**src/rtl/keystream_gen_pkg.sv**
```systemverilog
package keystream_gen_pkg;
  localparam int S_LEN = 31;
  localparam int B_LEN = 90;
  localparam int KEY_W = 120;
  localparam int IV_W  = 64;

  typedef enum logic [2:0] {
    PH_IDLE,
    PH_MIX,
    PH_ADD,
    PH_DIFF,
    PH_GEN,
    PH_DONE
  } phase_e;

  typedef enum logic [2:0] {
    OP_HOLD,
    OP_LOAD,
    OP_MIX,
    OP_ADD,
    OP_STEP
  } reg_op_e;
endpackage

```
**src/rtl/kg_short_reg.sv**
```systemverilog
module kg_short_reg
  import keystream_gen_pkg::*;
(
  input  logic                clk,
  input  logic                rst,
  input  reg_op_e             op,
  input  logic [KEY_W-1:0]    key,
  input  logic                z,
  output logic [S_LEN-1:0]    s
);
  localparam int KOFF = B_LEN;

  logic fb;

  always_comb begin
    fb = s[0] ^ s[2] ^ s[5] ^ s[6] ^ s[15] ^ s[17] ^ s[18] ^ s[20] ^ s[25]
       ^ (s[8] & s[18]) ^ (s[8] & s[20]) ^ (s[12] & s[21])
       ^ (s[14] & s[19]) ^ (s[17] & s[21]) ^ (s[20] & s[22])
       ^ (s[4] & s[12] & s[22]) ^ (s[4] & s[19] & s[22])
       ^ (s[7] & s[20] & s[21]) ^ (s[8] & s[18] & s[22])
       ^ (s[8] & s[20] & s[22]) ^ (s[12] & s[19] & s[22])
       ^ (s[20] & s[21] & s[22])
       ^ (s[4] & s[7] & s[12] & s[21]) ^ (s[4] & s[7] & s[19] & s[21])
       ^ (s[4] & s[12] & s[21] & s[22]) ^ (s[4] & s[19] & s[21] & s[22])
       ^ (s[7] & s[8] & s[18] & s[21]) ^ (s[7] & s[8] & s[20] & s[21])
       ^ (s[7] & s[12] & s[19] & s[21]) ^ (s[8] & s[18] & s[21] & s[22])
       ^ (s[8] & s[20] & s[21] & s[22]) ^ (s[12] & s[19] & s[21] & s[22]);
  end

  always_ff @(posedge clk) begin
    if (rst) begin
      s <= '0;
    end else begin
      unique case (op)
        OP_LOAD: s <= {1'b1, ~key[KEY_W-1], key[KEY_W-2:KOFF]};
        OP_MIX:  s <= {fb ^ z, s[S_LEN-1:1]};
        OP_ADD:  s <= {1'b1, s[S_LEN-2:0] ^ key[KEY_W-1:KOFF]};
        OP_STEP: s <= {fb, s[S_LEN-1:1]};
        default: s <= s;
      endcase
    end
  end
endmodule

```
**src/rtl/kg_long_reg.sv**
```systemverilog
module kg_long_reg
  import keystream_gen_pkg::*;
(
  input  logic                clk,
  input  logic                rst,
  input  reg_op_e             op,
  input  logic [KEY_W-1:0]    key,
  input  logic [IV_W-1:0]     iv,
  input  logic                z,
  input  logic                mask,
  output logic [B_LEN-1:0]    b
);
  logic [B_LEN-1:0] load_val;
  logic             fb;

  genvar j;
  generate
    for (j = 0; j < B_LEN; j++) begin : g_load
      if (j < IV_W) begin : g_mixed
        assign load_val[j] = key[j] ^ iv[j];
      end else begin : g_plain
        assign load_val[j] = key[j];
      end
    end
  endgenerate

  always_comb begin
    fb = mask ^ b[0] ^ b[24] ^ b[49] ^ b[79] ^ b[84]
       ^ (b[3] & b[59]) ^ (b[10] & b[12]) ^ (b[15] & b[16])
       ^ (b[25] & b[53]) ^ (b[35] & b[42]) ^ (b[55] & b[58])
       ^ (b[60] & b[74])
       ^ (b[20] & b[22] & b[23]) ^ (b[62] & b[68] & b[72])
       ^ (b[77] & b[80] & b[81] & b[83]);
  end

  always_ff @(posedge clk) begin
    if (rst) begin
      b <= '0;
    end else begin
      unique case (op)
        OP_LOAD: b <= load_val;
        OP_MIX:  b <= {fb ^ z, b[B_LEN-1:1]};
        OP_ADD:  b <= b ^ key[B_LEN-1:0];
        OP_STEP: b <= {fb, b[B_LEN-1:1]};
        default: b <= b;
      endcase
    end
  end
endmodule

```
**src/rtl/kg_out_fn.sv**
```systemverilog
module kg_out_fn
  import keystream_gen_pkg::*;
(
  input  logic [S_LEN-1:0] s,
  input  logic [B_LEN-1:0] b,
  output logic             z
);
  logic lin, quad, hi, mixd;

  always_comb begin
    lin  = b[7] ^ b[11] ^ b[30] ^ b[40] ^ b[45] ^ b[54] ^ b[71];
    quad = (b[4] & b[21]) ^ (b[9] & b[52]) ^ (b[18] & b[37]) ^ (b[44] & b[76]);
    hi   = b[5] ^ (b[8] & b[82]) ^ (b[34] & b[67] & b[73])
         ^ (b[2] & b[28] & b[41] & b[65])
         ^ (b[13] & b[29] & b[50] & b[64] & b[75])
         ^ (b[6] & b[14] & b[26] & b[32] & b[47] & b[61])
         ^ (b[1] & b[19] & b[27] & b[43] & b[57] & b[66] & b[78]);
    mixd = s[23] ^ (s[3] & s[16]) ^ (s[9] & s[13] & b[48])
         ^ (s[1] & s[24] & b[38] & b[63]);
    z    = lin ^ quad ^ hi ^ mixd;
  end
endmodule

```
**src/rtl/kg_sequencer.sv**
```systemverilog
module kg_sequencer
  import keystream_gen_pkg::*;
#(
  parameter int MIX_CLOCKS  = 128,
  parameter int DIFF_CLOCKS = 128,
  parameter int LIMIT_LOG2  = 18
) (
  input  logic    clk,
  input  logic    rst,
  input  logic    start,
  output reg_op_e op,
  output logic    emit,
  output logic    busy
);
  localparam int MAXC = (MIX_CLOCKS > DIFF_CLOCKS) ? MIX_CLOCKS : DIFF_CLOCKS;
  localparam int CW   = $clog2(MAXC) + 1;
  localparam int OW   = LIMIT_LOG2 + 1;
  localparam logic [OW-1:0] OUT_LAST  = OW'((64'd1 << LIMIT_LOG2) - 64'd1);
  localparam logic [CW-1:0] MIX_LAST  = CW'(MIX_CLOCKS - 1);
  localparam logic [CW-1:0] DIFF_LAST = CW'(DIFF_CLOCKS - 1);

  phase_e          phase;
  logic [CW-1:0]   cnt;
  logic [OW-1:0]   ocnt;

  always_ff @(posedge clk) begin
    if (rst) begin
      phase <= PH_IDLE;
      cnt   <= '0;
      ocnt  <= '0;
    end else if (start) begin
      phase <= PH_MIX;
      cnt   <= '0;
      ocnt  <= '0;
    end else begin
      unique case (phase)
        PH_MIX: begin
          if (cnt == MIX_LAST) begin
            phase <= PH_ADD;
            cnt   <= '0;
          end else begin
            cnt <= cnt + 1'b1;
          end
        end
        PH_ADD: phase <= PH_DIFF;
        PH_DIFF: begin
          if (cnt == DIFF_LAST) begin
            phase <= PH_GEN;
            cnt   <= '0;
          end else begin
            cnt <= cnt + 1'b1;
          end
        end
        PH_GEN: begin
          ocnt <= ocnt + 1'b1;
          if (ocnt == OUT_LAST) phase <= PH_DONE;
        end
        default: phase <= phase;
      endcase
    end
  end

  always_comb begin
    if (start) begin
      op = OP_LOAD;
    end else begin
      unique case (phase)
        PH_MIX:  op = OP_MIX;
        PH_ADD:  op = OP_ADD;
        PH_DIFF: op = OP_STEP;
        PH_GEN:  op = OP_STEP;
        default: op = OP_HOLD;
      endcase
    end
    emit = (phase == PH_GEN) && !start;
    busy = (phase == PH_MIX) || (phase == PH_ADD) || (phase == PH_DIFF);
  end
endmodule

```
**src/rtl/keystream_gen.sv**
```systemverilog
module keystream_gen
  import keystream_gen_pkg::*;
#(
  parameter int MIX_CLOCKS  = 128,
  parameter int DIFF_CLOCKS = 128,
  parameter int LIMIT_LOG2  = 18
) (
  input  logic         clk,
  input  logic         rst,
  input  logic         start,
  input  logic [119:0] key,
  input  logic [63:0]  iv,
  output logic         ks_bit,
  output logic         ks_valid,
  output logic         busy
);
  reg_op_e          op;
  logic             emit;
  logic             z;
  logic [S_LEN-1:0] s_st;
  logic [B_LEN-1:0] b_st;

  kg_sequencer #(
    .MIX_CLOCKS (MIX_CLOCKS),
    .DIFF_CLOCKS(DIFF_CLOCKS),
    .LIMIT_LOG2 (LIMIT_LOG2)
  ) u_seq (
    .clk  (clk),
    .rst  (rst),
    .start(start),
    .op   (op),
    .emit (emit),
    .busy (busy)
  );

  kg_short_reg u_sreg (
    .clk(clk), .rst(rst), .op(op), .key(key), .z(z), .s(s_st)
  );

  kg_long_reg u_breg (
    .clk(clk), .rst(rst), .op(op), .key(key), .iv(iv), .z(z),
    .mask(s_st[0]), .b(b_st)
  );

  kg_out_fn u_out (
    .s(s_st), .b(b_st), .z(z)
  );

  always_ff @(posedge clk) begin
    if (rst) begin
      ks_valid <= 1'b0;
      ks_bit   <= 1'b0;
    end else begin
      ks_valid <= emit;
      ks_bit   <= emit ? z : 1'b0;
    end
  end
endmodule

```
**config.mk**
```make
export PLATFORM = sky130hd
export DESIGN_NAME = keystream_gen
export DESIGN_NICKNAME = d
export VERILOG_FILES = /design/src/rtl/keystream_gen_pkg.sv /design/src/rtl/kg_short_reg.sv /design/src/rtl/kg_long_reg.sv /design/src/rtl/kg_out_fn.sv /design/src/rtl/kg_sequencer.sv /design/src/rtl/keystream_gen.sv
export SDC_FILE = /design/constraint.sdc
export NUM_CORES = 1
export LEC_CHECK = 0
export BUFFER_PORTS_ARGS = -buffer_cell sky130_fd_sc_hd__clkbuf_2
export CORE_MARGIN = 1.5
export CORE_UTILIZATION = 36
export DETAILED_ROUTE_END_ITERATION = 8
export PLACE_DENSITY = 0.62
export SLEW_MARGIN = 30
export SYNTH_ARGS = -nofsm -noshare
export SYNTH_HDL_FRONTEND = slang
export SYNTH_HIERARCHICAL = 1
export SYNTH_SLANG_ARGS = --single-unit
```
**constraint.sdc**
```tcl
create_clock -name clk -period 4.6 [get_ports clk]
set_clock_uncertainty 0.1 [all_clocks]
set_input_delay 1.15 -clock clk [delete_from_list [all_inputs] [get_ports clk]]
set_output_delay 1.15 -clock clk [all_outputs]
set_load 0.02 [all_outputs]
```
# Word-level counts from Yosys, hierarchy flattened
# Cells that the tools add are included.
# word_totals
in_bits	187
output_inout_bits	3
register_bits	153
word_cells	272
# op_classes
addsub	2
n_bitwise	223
eq_ne	16
n_reduce_logical	13
mux	10
# ops
cell	count
$pmux W90 S4	1
$xor A1 B1 Y1	133
$pmux W31 S4	1
$xor A90 B90 Y90	1
$and A1 B1 Y1	86
$xor A30 B30 Y30	1
$add A19 B1 Y19 const B	1
$eq A19 B18 Y1 const B	1
$eq A3 B2 Y1 const B	4
$mux W3	4
$pmux W3 S4	1
$ne A3 B2 Y1 const B	3
$pmux W3 S3	1
$add A8 B1 Y8 const B	1
$eq A8 B7 Y1 const B	1
$mux W8	1
$reduce_and A4 Y1	2
$reduce_bool A4 Y1	2
$reduce_or A2 Y1	4
$eq A3 B1 Y1 const B	2
$eq A3 B3 Y1 const B	2
$ne A2 B1 Y1 const B	3
$reduce_bool A5 Y1	1
$logic_or A1 B1 Y1	2
other kinds (4)	5

# Logic depth before layout (Yosys ltp)
# Gate-level depths: netlist (run 1).
# logic_depth
word_depth	33
ltp_mapped	13
mapped_depth_nobuf	10

# Hierarchy
# Netlist (run 1), hierarchy kept.
# modules_own_cells
mod	area_each_um2	n_inst	cells_each	seq_area_each_um2
kg_long_reg	7433.4	1	1052	1801.7
kg_short_reg	2725.1	1	355	620.6
kg_sequencer	1486.4	1	177	600.6
kg_out_fn	274.0	1	37	0.0
keystream_gen	55.1	1	4	40.0

# Worst setup path after synthesis (run 1)
# No wires, ideal clock.
# synth_timing
path_kind	in2reg
from	input port start
to	register u_breg.b[64]
path_buffers	6
arrival_ps	2913
setup_time_ps	137
slack_ps	1449
t_required_ps	4363
stages	8
cell_sequence	clkbuf_1 -> nor3_1 -> buf_2 -> clkbuf_1 -> clkbuf_1 -> clkbuf_1 -> clkbuf_1 -> a211oi_1
# synth_between
elab_chain_len	3
elab_cells_between_ends	7
cone_classes	eq/ne: 4; mux: 2; reduce/logical: 1
# synth_lines
element	line	rtl
start: declaration	keystream_gen.sv:10	input logic start,
$mux W3 (*)	kg_sequencer.sv:64	if (start) begin
named net op[1]	keystream_gen.sv:17	reg_op_e op;
$eq A3 B3 Y1 (tied with other cells)	kg_long_reg.sv:40	unique case (op)
$pmux W90 S4 / $reduce_bool A4 Y1 (equally long branches)	n/a	
end signal: assignment	kg_long_reg.sv:41	OP_LOAD: b <= load_val;
end signal: assignment	kg_long_reg.sv:42	OP_MIX: b <= {fb ^ z, b[B_LEN-1:1]};
end signal: assignment	kg_long_reg.sv:43	OP_ADD: b <= b ^ key[B_LEN-1:0];
end: declaration	kg_long_reg.sv:11	output logic [B_LEN-1:0] b
# The timed path passes the listed nets; every way through them passes the cells marked *.
# A chain may end at the register's enable or synchronous reset.

# Worst setup path after layout (run 1)
# layout_timing
from	input port start
to	register u_breg.b[74]
# Same word-level chain as after synthesis.

==> metrics.cfg, run 1 <==
[run_status]
outcome = finished, final reports clean

[place]
port_buffers = 189
dp_hpwl_mm = 26.0
placed_cells = 2132
place.gp.congestion = 0.806

[timing]
fin_setup_tns_ns = 0
rsz0062_at_grt = no
worst_pin_slew_ns = 1.00
post-route-period-util_pct = 68.9
min_period_ns = 3.17
finalHoldViolations = 0
drv_slew = 0
relSlewSlack_pct = 33.1
setup_viol_count_final = 0
max_freq_mhz = 316

[clock_network]
clock_path_buffers = 2
cts_setup_buffers = 0
numClockSinks = 153
numCtsBuffers = 17
h-tree-depth = 4
cts_tree = yes
clk_latency_ns = 0.44
path_clk_slew_ns = 0.07
holdBufCountCts = 0
cts_resized = 0
cts_root_buffer = clkbuf_16

[worst_setup_path]
cp_max_fo = 51
slowest_delay_ns = 0.53
arrival_ns = 3.42
crit_start = start
path_cells = clkbuf_2, nor3_2, buf_4, or2_1, buf_4, o221ai_1, o21a_1, a211oi_1
timing.rr.end = u_breg/b[74]
crit_top_cell = buf_4
reg2reg_slack_ns = 1.44
crit_path_start_kind = input port
path_class = input port to flip-flop
crit_path_top_delay_cell = nor3_2
required_ns = 4.85
rr_worst_depth = 9
crit_path_end_kind = flip-flop
r2r_start = u_seq/phase[0]

[power]
power_frac_seq_pct = 39.6
p_int_mw = 2.66
power.total_mw = 3.98
swShare_pct = 33.0
power_density_mw_per_mm2 = 289
peakVddDrop_v = 0.000294
power_frac_clock_pct = 37.8
p_leak_nw = 4.78
p_sw_mw = 1.31
pwr-share-comb_pct = 22.6

[global_routing]
grt_max_degree = 137
grt_pass1_wl_mm = 62.6
grt.total_usage_pct = 22.8
grt_pass1_vias = 11700
grt-ovfl-total = 0
antenna_found_initial = 3

[yosys]
synth-edff-count = 0
synthTopCellsByCount = 228 x nand2_1, 153 x dfxtp_1, 130 x o21ai_0, 126 x clkbuf_1, 122 x nor2b_1
synth.distinct_cells = 64
ys_warn_count = 6
yosysSeqAreaShare_pct = 25.6
synth_nets = 1814
ys_async_sr_fraction_pct = 0
synth_area_leaders = dfxtp_1 26%, nand2_1 7.1%, nor2b_1 6.4%, o21ai_0 5.4%, a221oi_1 4.7%
synth_area_mm2 = 0.0120
yosysMostFrequentCell = nand2_1
syn_inst = 1625
synth_top_area_cell = dfxtp_1
ys_seq_elements = 153
synth_top_area_share_pct = 25.6
postSynthAreaPerCell_um2 = 7.37
synth_flop_cell = dfxtp_1

[finish]
multiInputGateArea_mm2 = 0.00832
final_util_pct = 42.2
synthToLayoutAreaGrowth_pct = 14.9
antenna_cells = 0
nets = 1898
fin_cells = 2164
fillers = 3327
regArea_mm2 = 0.00306
drive_gt1_share_pct = 15.5

[hold_path]
worstHoldPathCells = 2
hold_end = u_seq/cnt[1]
worstHoldPathType = flip-flop to flip-flop
hp-start = u_seq/cnt[1]

[routing]
totalWireLength_mm = 40.1
dr.pass1.iters = 6
avgRoutedWirePerCell_um = 18.5
vias = 12900
drc_errors = 0
ant_nets = 0
viasPerCell = 5.96
drt_iter0_drc = 1082

[floorplanning]
die_h_um = 185
start_util_pct = 36.7
dieWidth_um = 185
dieArea_mm2 = 0.0344
rows = 66
ios = 190
core-area_mm2 = 0.0326

[flow_run]
cap_violations = 0

==> how the worst max path moves through the flow <==
stage	end	slack, ns	cells after the start
floorplan	u_breg/b[64]	1.45	8
global placement	u_breg/b[74]	1.03	8
detailed placement	u_breg/b[74]	1.0	8
CTS	u_breg/b[84]	1.48	8
global route	u_breg/b[75]	1.15	9
finish	u_breg/b[74]	1.43	8
==> area by class of cell <==
type / count / share of cell area (%)
Clock buffer: 17 / 3.09
Multi-Input combinational cell: 1312 / 60.5
Inverter: 9 / 0.282
Sequential cell: 153 / 22.3
Timing Repair Buffer: 216 / 8.58
Clock inverter: 15 / 1.31
Tap cell: 442 / 4.02
==> cell usage in the layout, fill, tap and decap left out, types with 7 or more instances in the layout <==
master,instances
nand2b_1,67
o21a_1,54
inv_6,8
o2111ai_1,64
nand4_1,13
nand2_1,227
nor2_1,36
nand3_1,79
xor2_1,19
a211oi_1,55
nor3_1,8
o221ai_1,55
or3_1,8
dfxtp_1,153
clkbuf_16,17
o22ai_1,55
a221oi_1,64
clkbuf_2,188
inv_1,7
xnor2_1,40
nor2b_1,121
buf_4,25
o21ai_0,130
a21oi_1,81
nor3b_1,64
==> registers in the layout, indices dropped and copies added, names as in the netlist <==
signal	cells
u_sreg/s	31
u_seq/phase	3
u_seq/ocnt	19
u_breg/b	90
ks_valid	1
u_seq/cnt	8
ks_bit	1
==> through the flow <==
| step | worst slack [ns] | hold slack [ns] | cell area [µm²] |
|---|---|---|---|
| 6_report | 1.43 | 0.381 | 13800 |
| 5_1_grt | 1.15 | 0.409 | 13800 |
| 4_1_cts | 1.48 | 0.382 | 13800 |
| 3_5_place_dp | 0.997 | 0.372 | 13200 |
| 3_3_place_gp | 1.03 | 0.362 | 13100 |
| 2_1_floorplan | 1.45 | 0.353 | 12000 |
==> metal layers <==
metal	global-route usage, %	wire, µm	up-vias
met2	36.8	18700	409
met3	4.86	2680	66
met5	0	39	-
met1	29.9	17700	6164
li1	-	-	6256
met4	8.03	985	6
==> critical path, delay by kind of cell <==
kind                   cells  cell delay (ns)
AO/OA/AOI/OAI              3             0.59
buffers and inverters      3             0.93
AND/OR/NAND/NOR            2             0.72
==> kinds of logic (layout without fill, tap and decap cells) <==
logic type	Yosys count	after routing	share of synthesized area, %
simple gates	656	656	29.0
compound gates	582	582	33.5
buf+inv	160	257	5.50
flops	153	153	25.6
xor+xnor	69	69	5.92
mux	3	3	0.261
fa+ha+maj	2	2	0.209
==> power groups by stage <==
stage	combinational (mW)	sequential, mW	clock (mW)
3_5_place_dp	0.887	1.60	0
4_1_cts	0.891	1.57	1.53
5_1_grt	0.987	1.59	1.59
3_3_place_gp	0.866	1.60	0
6_report	0.899	1.58	1.50
2_1_floorplan	0.656	1.53	0
No activity file was read; power rests on OpenSTA's default activity.
==> run 2, diff against run 1 <==
PLACE_DENSITY = 0.64   (was 0.62)
clock period = 2.65 ns   (was 4.6 ns; I/O delays follow)
==> run 2 against run 1 <==
Compared with the run above: non-clock buffer count is 35 higher; routed wire length is 1.1% higher; worst hold slack worse by 0.0019 ns; register-to-register slack worse by 1.4 ns; worst setup slack worse by 1.4 ns; sequential power is 72% higher; power is 72% higher; core utilization is 1.3 points higher.
==> metrics.cfg, run 2 (synthesis results as in run 1) <==
[run_status]
outcome = finished, final reports clean  ; unchanged

[finish]
reg_top3 = u_breg/b: 90 flops, u_sreg/s: 31 flops, u_seq/ocnt: 19 flops  ; unchanged
drive_gt1_share_pct = 17.4  ; was 15.5%
nets = 1933  ; was 1898
layout_commonest_cell = nand2_1  ; unchanged
regMostFlops = u_breg/b  ; unchanged
largest_reg_flops = 90  ; unchanged
final_util_pct = 43.5  ; was 42.2%
synthToLayoutAreaGrowth_pct = 18.5  ; was 14.9%
fin_cells = 2203  ; was 2164
final_cell_mix = 227 x nand2_1, 188 x clkbuf_2, 150 x dfxtp_1  ; was 227 x nand2_1, 188 x clkbuf_2, 153 x dfxtp_1

[timing]
rsz0062_at_grt = no  ; unchanged
drv_slew = 0  ; unchanged
post-route-period-util_pct = 97.3
min_period_ns = 2.58
whs_ns = 0.379  ; was 0.381 ns
max_freq_mhz = 388
finalHoldViolations = 0  ; unchanged
setup_viol_count_final = 0  ; unchanged
relSlewSlack_pct = 59.8  ; was 33.1%
worst_pin_slew_ns = 0.602  ; was 1.00 ns
layout_setup_ws_ns = 0.0709  ; was 1.43 ns

[worst_setup_path]
crit_path_end_kind = flip-flop  ; unchanged
arrival_ns = 2.84  ; was 3.42 ns
crit_start = u_breg/b[54]  ; was start
slowest_delay_ns = 0.47  ; was 0.53 ns
required_ns = 2.91  ; was 4.85 ns
crit_path_start_kind = flip-flop  ; was input port
crit_path_top_delay_cell = dfxtp_1  ; was nor3_2
crit_top_cell = xnor2_1  ; was buf_4
r2r_start = u_breg/b[54]  ; was u_seq/phase[0]
path_cells = xnor2_1, xnor2_1, xnor2_1, xnor2_1, xnor3_1, inv_1, o21ai_0, a32oi_1, or4_4, o211ai_2  ; was clkbuf_2, nor3_2, buf_4, or2_1, buf_4, o221ai_1, o21a_1, a211oi_1
path_class = flip-flop to flip-flop  ; was input port to flip-flop
reg2reg_slack_ns = 0.07  ; was 1.44 ns
cp_max_fo = 6  ; was 51

[clock_network]
cts_root_buffer = clkbuf_16  ; unchanged
numClockSinks = 153  ; unchanged
h-tree-depth = 4  ; unchanged
numCtsBuffers = 17  ; unchanged
cts_tree = yes  ; unchanged
clock_path_buffers = 2  ; unchanged
holdBufCountCts = 0  ; unchanged
clk_latency_ns = 0.44  ; about the same
path_clk_slew_ns = 0.07  ; about the same

[floorplanning]
die_h_um = 185  ; unchanged
start_util_pct = 36.7  ; unchanged
dieWidth_um = 185  ; unchanged
ios = 190  ; unchanged
dieArea_mm2 = 0.0344  ; unchanged
rows = 66  ; unchanged
core-area_mm2 = 0.0326  ; unchanged

[routing]
totalWireLength_mm = 40.6  ; was 40.1 mm
ant_nets = 0  ; unchanged
drc_errors = 0  ; unchanged
avgRoutedWirePerCell_um = 18.4  ; was 18.5 µm
viasPerCell = 5.94  ; was 5.96
vias = 13100  ; was 12900
dr.pass1.iters = 6  ; unchanged
drt_iter0_drc = 1154  ; was 1082

[global_routing]
antenna_found_initial = 5  ; was 3
grt_pass1_wl_mm = 63.1  ; was 62.6 mm
grt_pass1_vias = 11700  ; about the same
grt.total_usage_pct = 22.8  ; about the same
grt_max_degree = 99  ; was 137
grt-ovfl-total = 0  ; unchanged

[power]
power_density_mw_per_mm2 = 481  ; was 289 mW/mm²
p_leak_nw = 5.00  ; was 4.78 nW
peakVddDrop_v = 0.000440  ; was 0.000294 V

[place]
place.gp.congestion = 0.847  ; was 0.806
placed_cells = 2163  ; was 2132
port_buffers = 189  ; unchanged
preCtsSetupSlack_ns = 0.0230  ; was 0.997 ns
dp_hpwl_mm = 26.8  ; was 26.0 mm

[flow_run]
cap_violations = 0  ; unchanged

[hold_path]
hp-start = u_seq/cnt[1]  ; unchanged
worstHoldPathType = flip-flop to flip-flop  ; unchanged

run 2: cell types whose count changed in the layout (fill, tap and decap cells not counted), moves of 2 or more:
cell,before,now
buf_12,2,17
buf_4,25,44
bufinv_16,2,0
dfxtp_1,153,150
dfxtp_2,0,3
diode_2,0,4
run 2: area by class of cell:
type,instances,area [µm²]
diodes,4,10.0
clock inverters,14,128
repair buffers,251,1650
multi-input cells,1312,8310
clock buffers,18,439
fillers,3271,18400
flip-flops and latches,153,3070
inverters,9,38.8
well taps,442,553
run 2: stage by stage:
step	total power, mW	cell area (µm²)	setup TNS [ns]
after floorplan	3.80	12000	-0.265
after CTS	6.84	14100	0
after global placement	4.36	13600	0
after detailed placement	4.41	13600	0
final	6.83	14200	0
after global routing	7.14	14200	0
run 2: worst paths after layout:
kind | to | depth (start not counted)
max | u_breg/b[89] | 10
min | u_seq/cnt[1] | 2
max reg2reg | u_breg/b[89] | 10
min reg2reg | u_seq/cnt[1] | 2
run 2: repair_timing:
item	CTS	global route
setup endpoints to repair	0	71
hold endpoints to repair	0	0
gates resized for setup	0	5
setup buffers	0	3
run 2: where the power goes:
group | switching, mW | internal, mW
registers | 0.268 | 2.46
clock network | 1.18 | 1.27
logic | 0.852 | 0.808
run 2: routing by layer:
metal | vias to the layer above | share of wire (%) | GRT usage, % | wire, µm
li1 | 6346 | - | - | -
met1 | 6181 | 43 | 30.4 | 17400
met2 | 506 | 47 | 36.3 | 18900
met3 | 56 | 7.8 | 5.25 | 3170
met4 | 2 | 2.5 | 7.48 | 1010
met5 | - | 0.032 | 0 | 13
run 2: worst max-delay path, delay by kind of cell, from the launching register on:
kind                   cells  cell delay [ns]
AND/OR/NAND/NOR            1             0.42
flip-flops                 1             0.47
buffers and inverters      1             0.04
XOR/XNOR                   5             1.15
AO/OA/AOI/OAI              3             0.31
==> run 3, diff against run 2 <==
ABC_CLOCK_PERIOD_IN_PS = 2650   (was default)
PLACE_DENSITY = 0.68   (was 0.64)
SLEW_MARGIN = 20   (was 30)
==> run 3 against run 2 <==
Compared with the run above: routed wire length is 0.99% lower; critical path type unchanged; flip-flop and latch count unchanged; final cell count down 0.27%; worst setup slack better by 0.11 ns; count of clock-buffer cells in the layout unchanged; combinational power is essentially flat.
==> metrics.cfg, run 3 (synthesis results as in run 1) <==
[run_status]
outcome = finished, final reports clean  ; unchanged

[power]
power.total_mw = 7.04  ; was 6.83 mW
power_frac_seq_pct = 38.6  ; was 39.9%
p_int_mw = 4.77  ; was 4.53 mW
pwr-share-comb_pct = 23.7  ; was 24.3%
swShare_pct = 32.3  ; was 33.6%
power_frac_clock_pct = 37.7  ; was 35.8%
peakVddDrop_v = 0.000423  ; was 0.000440 V
p_sw_mw = 2.27  ; was 2.30 mW
power_density_mw_per_mm2 = 497  ; was 481 mW/mm²
p_leak_nw = 4.98  ; was 5.00 nW

[timing]
drv_slew = 0  ; unchanged
max_freq_mhz = 405  ; was 388 MHz
worst_pin_slew_ns = 0.518  ; was 0.602 ns
whs_ns = 0.384  ; was 0.379 ns
layout_setup_ws_ns = 0.180  ; was 0.0709 ns
fin_setup_tns_ns = 0  ; unchanged
rsz0062_at_grt = no  ; unchanged
relSlewSlack_pct = 65.2  ; was 59.8%
finalHoldViolations = 0  ; unchanged
post-route-period-util_pct = 93.2  ; was 97.3%
min_period_ns = 2.47  ; was 2.58 ns
setup_viol_count_final = 0  ; unchanged

[global_routing]
antenna_found_initial = 2  ; was 5
grt.total_usage_pct = 22.6  ; was 22.8%
grt_pass1_vias = 12000  ; was 11700
grt-ovfl-total = 0  ; unchanged
grt_max_degree = 107  ; was 99
grt_pass1_wl_mm = 62.4  ; was 63.1 mm

[clock_network]
cts_tree = yes  ; unchanged
clk_latency_ns = 0.43  ; was 0.44 ns
numClockSinks = 153  ; unchanged
holdBufCountCts = 0  ; unchanged
clock_path_buffers = 2  ; unchanged
h-tree-depth = 4  ; unchanged
cts_root_buffer = clkbuf_16  ; unchanged
path_clk_slew_ns = 0.08  ; was 0.07 ns
numCtsBuffers = 17  ; unchanged

[worst_setup_path]
crit_path_end_kind = flip-flop  ; unchanged
crit_start = u_breg/b[32]  ; was u_breg/b[54]
arrival_ns = 2.72  ; was 2.84 ns
required_ns = 2.90  ; was 2.91 ns
cp_max_fo = 6  ; unchanged
crit_path_start_kind = flip-flop  ; unchanged
r2r_start = u_breg/b[32]  ; was u_breg/b[54]
path_class = flip-flop to flip-flop  ; unchanged
reg2reg_slack_ns = 0.18  ; was 0.07 ns

[place]
placedInstanceArea_mm2 = 0.0135  ; was 0.0136 mm²
placed_cells = 2163  ; unchanged
port_buffers = 189  ; unchanged
place.gp.congestion = 0.847  ; unchanged
dp_hpwl_mm = 27.0  ; was 26.8 mm
preCtsSetupSlack_ns = 0.0415  ; was 0.0230 ns

[finish]
final_util_pct = 43.4  ; was 43.5%
nets = 1929  ; was 1933
largest_reg_flops = 90  ; unchanged
drive_gt1_share_pct = 17.1  ; was 17.4%
fin_cells = 2197  ; was 2203
synthToLayoutAreaGrowth_pct = 18.3  ; was 18.5%
final_area_mm2 = 0.0142  ; about the same
final_cell_mix = 227 x nand2_1, 188 x clkbuf_2, 151 x dfxtp_1  ; was 227 x nand2_1, 188 x clkbuf_2, 150 x dfxtp_1
reg_top3 = u_breg/b: 90 flops, u_sreg/s: 31 flops, u_seq/ocnt: 19 flops  ; unchanged
layout_commonest_cell = nand2_1  ; unchanged
regMostFlops = u_breg/b  ; unchanged

[routing]
totalWireLength_mm = 40.2  ; was 40.6 mm
viasPerCell = 6.00  ; was 5.94
drc_errors = 0  ; unchanged
vias = 13200  ; was 13100
drt_iter0_drc = 1157  ; was 1154
avgRoutedWirePerCell_um = 18.3  ; was 18.4 µm
dr.pass1.iters = 5  ; was 6
ant_nets = 0  ; unchanged

[floorplanning]
ios = 190  ; unchanged
start_util_pct = 36.7  ; unchanged
rows = 66  ; unchanged
dieArea_mm2 = 0.0344  ; unchanged
die_h_um = 185  ; unchanged
core-area_mm2 = 0.0326  ; unchanged
dieWidth_um = 185  ; unchanged

[hold_path]
worstHoldPathType = flip-flop to flip-flop  ; unchanged
hp-start = u_seq/ocnt[1]  ; was u_seq/cnt[1]

[flow_run]
cap_violations = 0  ; unchanged

-- run 3: worst max-delay path, cell delays in order, from the launching register on --
cell      delay, ns
dfxtp_1        0.44
and4_1         0.24
nand3_1        0.10
xnor2_1        0.25
xnor2_1        0.09
xnor3_1        0.41
inv_1          0.05
o21ai_0        0.14
a32oi_1        0.08
or4_4          0.42
o211ai_2       0.06
-- run 3: final cells by class --
type / count / area, µm²
fillers: 3256 / 18500
well taps: 442 / 553
clock buffers: 18 / 429
inverters: 9 / 38.8
repair buffers: 247 / 1580
diodes: 2 / 5.00
clock inverters: 14 / 186
flip-flops and latches: 153 / 3070
multi-input cells: 1312 / 8300
-- run 3: path summary, 6_finish.rpt --
path | end | depth (start not counted)
worst min-delay path | u_seq/ocnt[1] | 2
worst max-delay path | u_breg/b[89] | 10
worst max register to register | u_breg/b[89] | 10
worst min register to register | u_seq/ocnt[1] | 2
-- run 3: power by group through the flow --
stage                     clock, mW  combinational (mW)  sequential (mW)
after detailed placement          0                1.63             2.77
final                          2.66                1.67             2.72
after global placement            0                1.59             2.76
after floorplan                   0                1.14             2.66
after global routing           2.80                1.81             2.75
after CTS                      2.69                1.64             2.71
-- run 3: what timing repair did --
| action | CTS | global route |
|---|---|---|
| buffers inserted | 0 | 0 |
| setup endpoints to repair | 0 | 9 |
| gates resized for setup | 0 | 2 |
-- run 3: metal layers --
| metal | GRT usage (%) | vias up | share of wire, % |
|---|---|---|---|
| met5 | 0 | - | 0 |
| met4 | 9.92 | 0 | 3.4 |
| met3 | 4.99 | 73 | 7.8 |
| met2 | 35.1 | 581 | 45 |
| met1 | 30.0 | 6210 | 44 |
| li1 | - | 6327 | - |
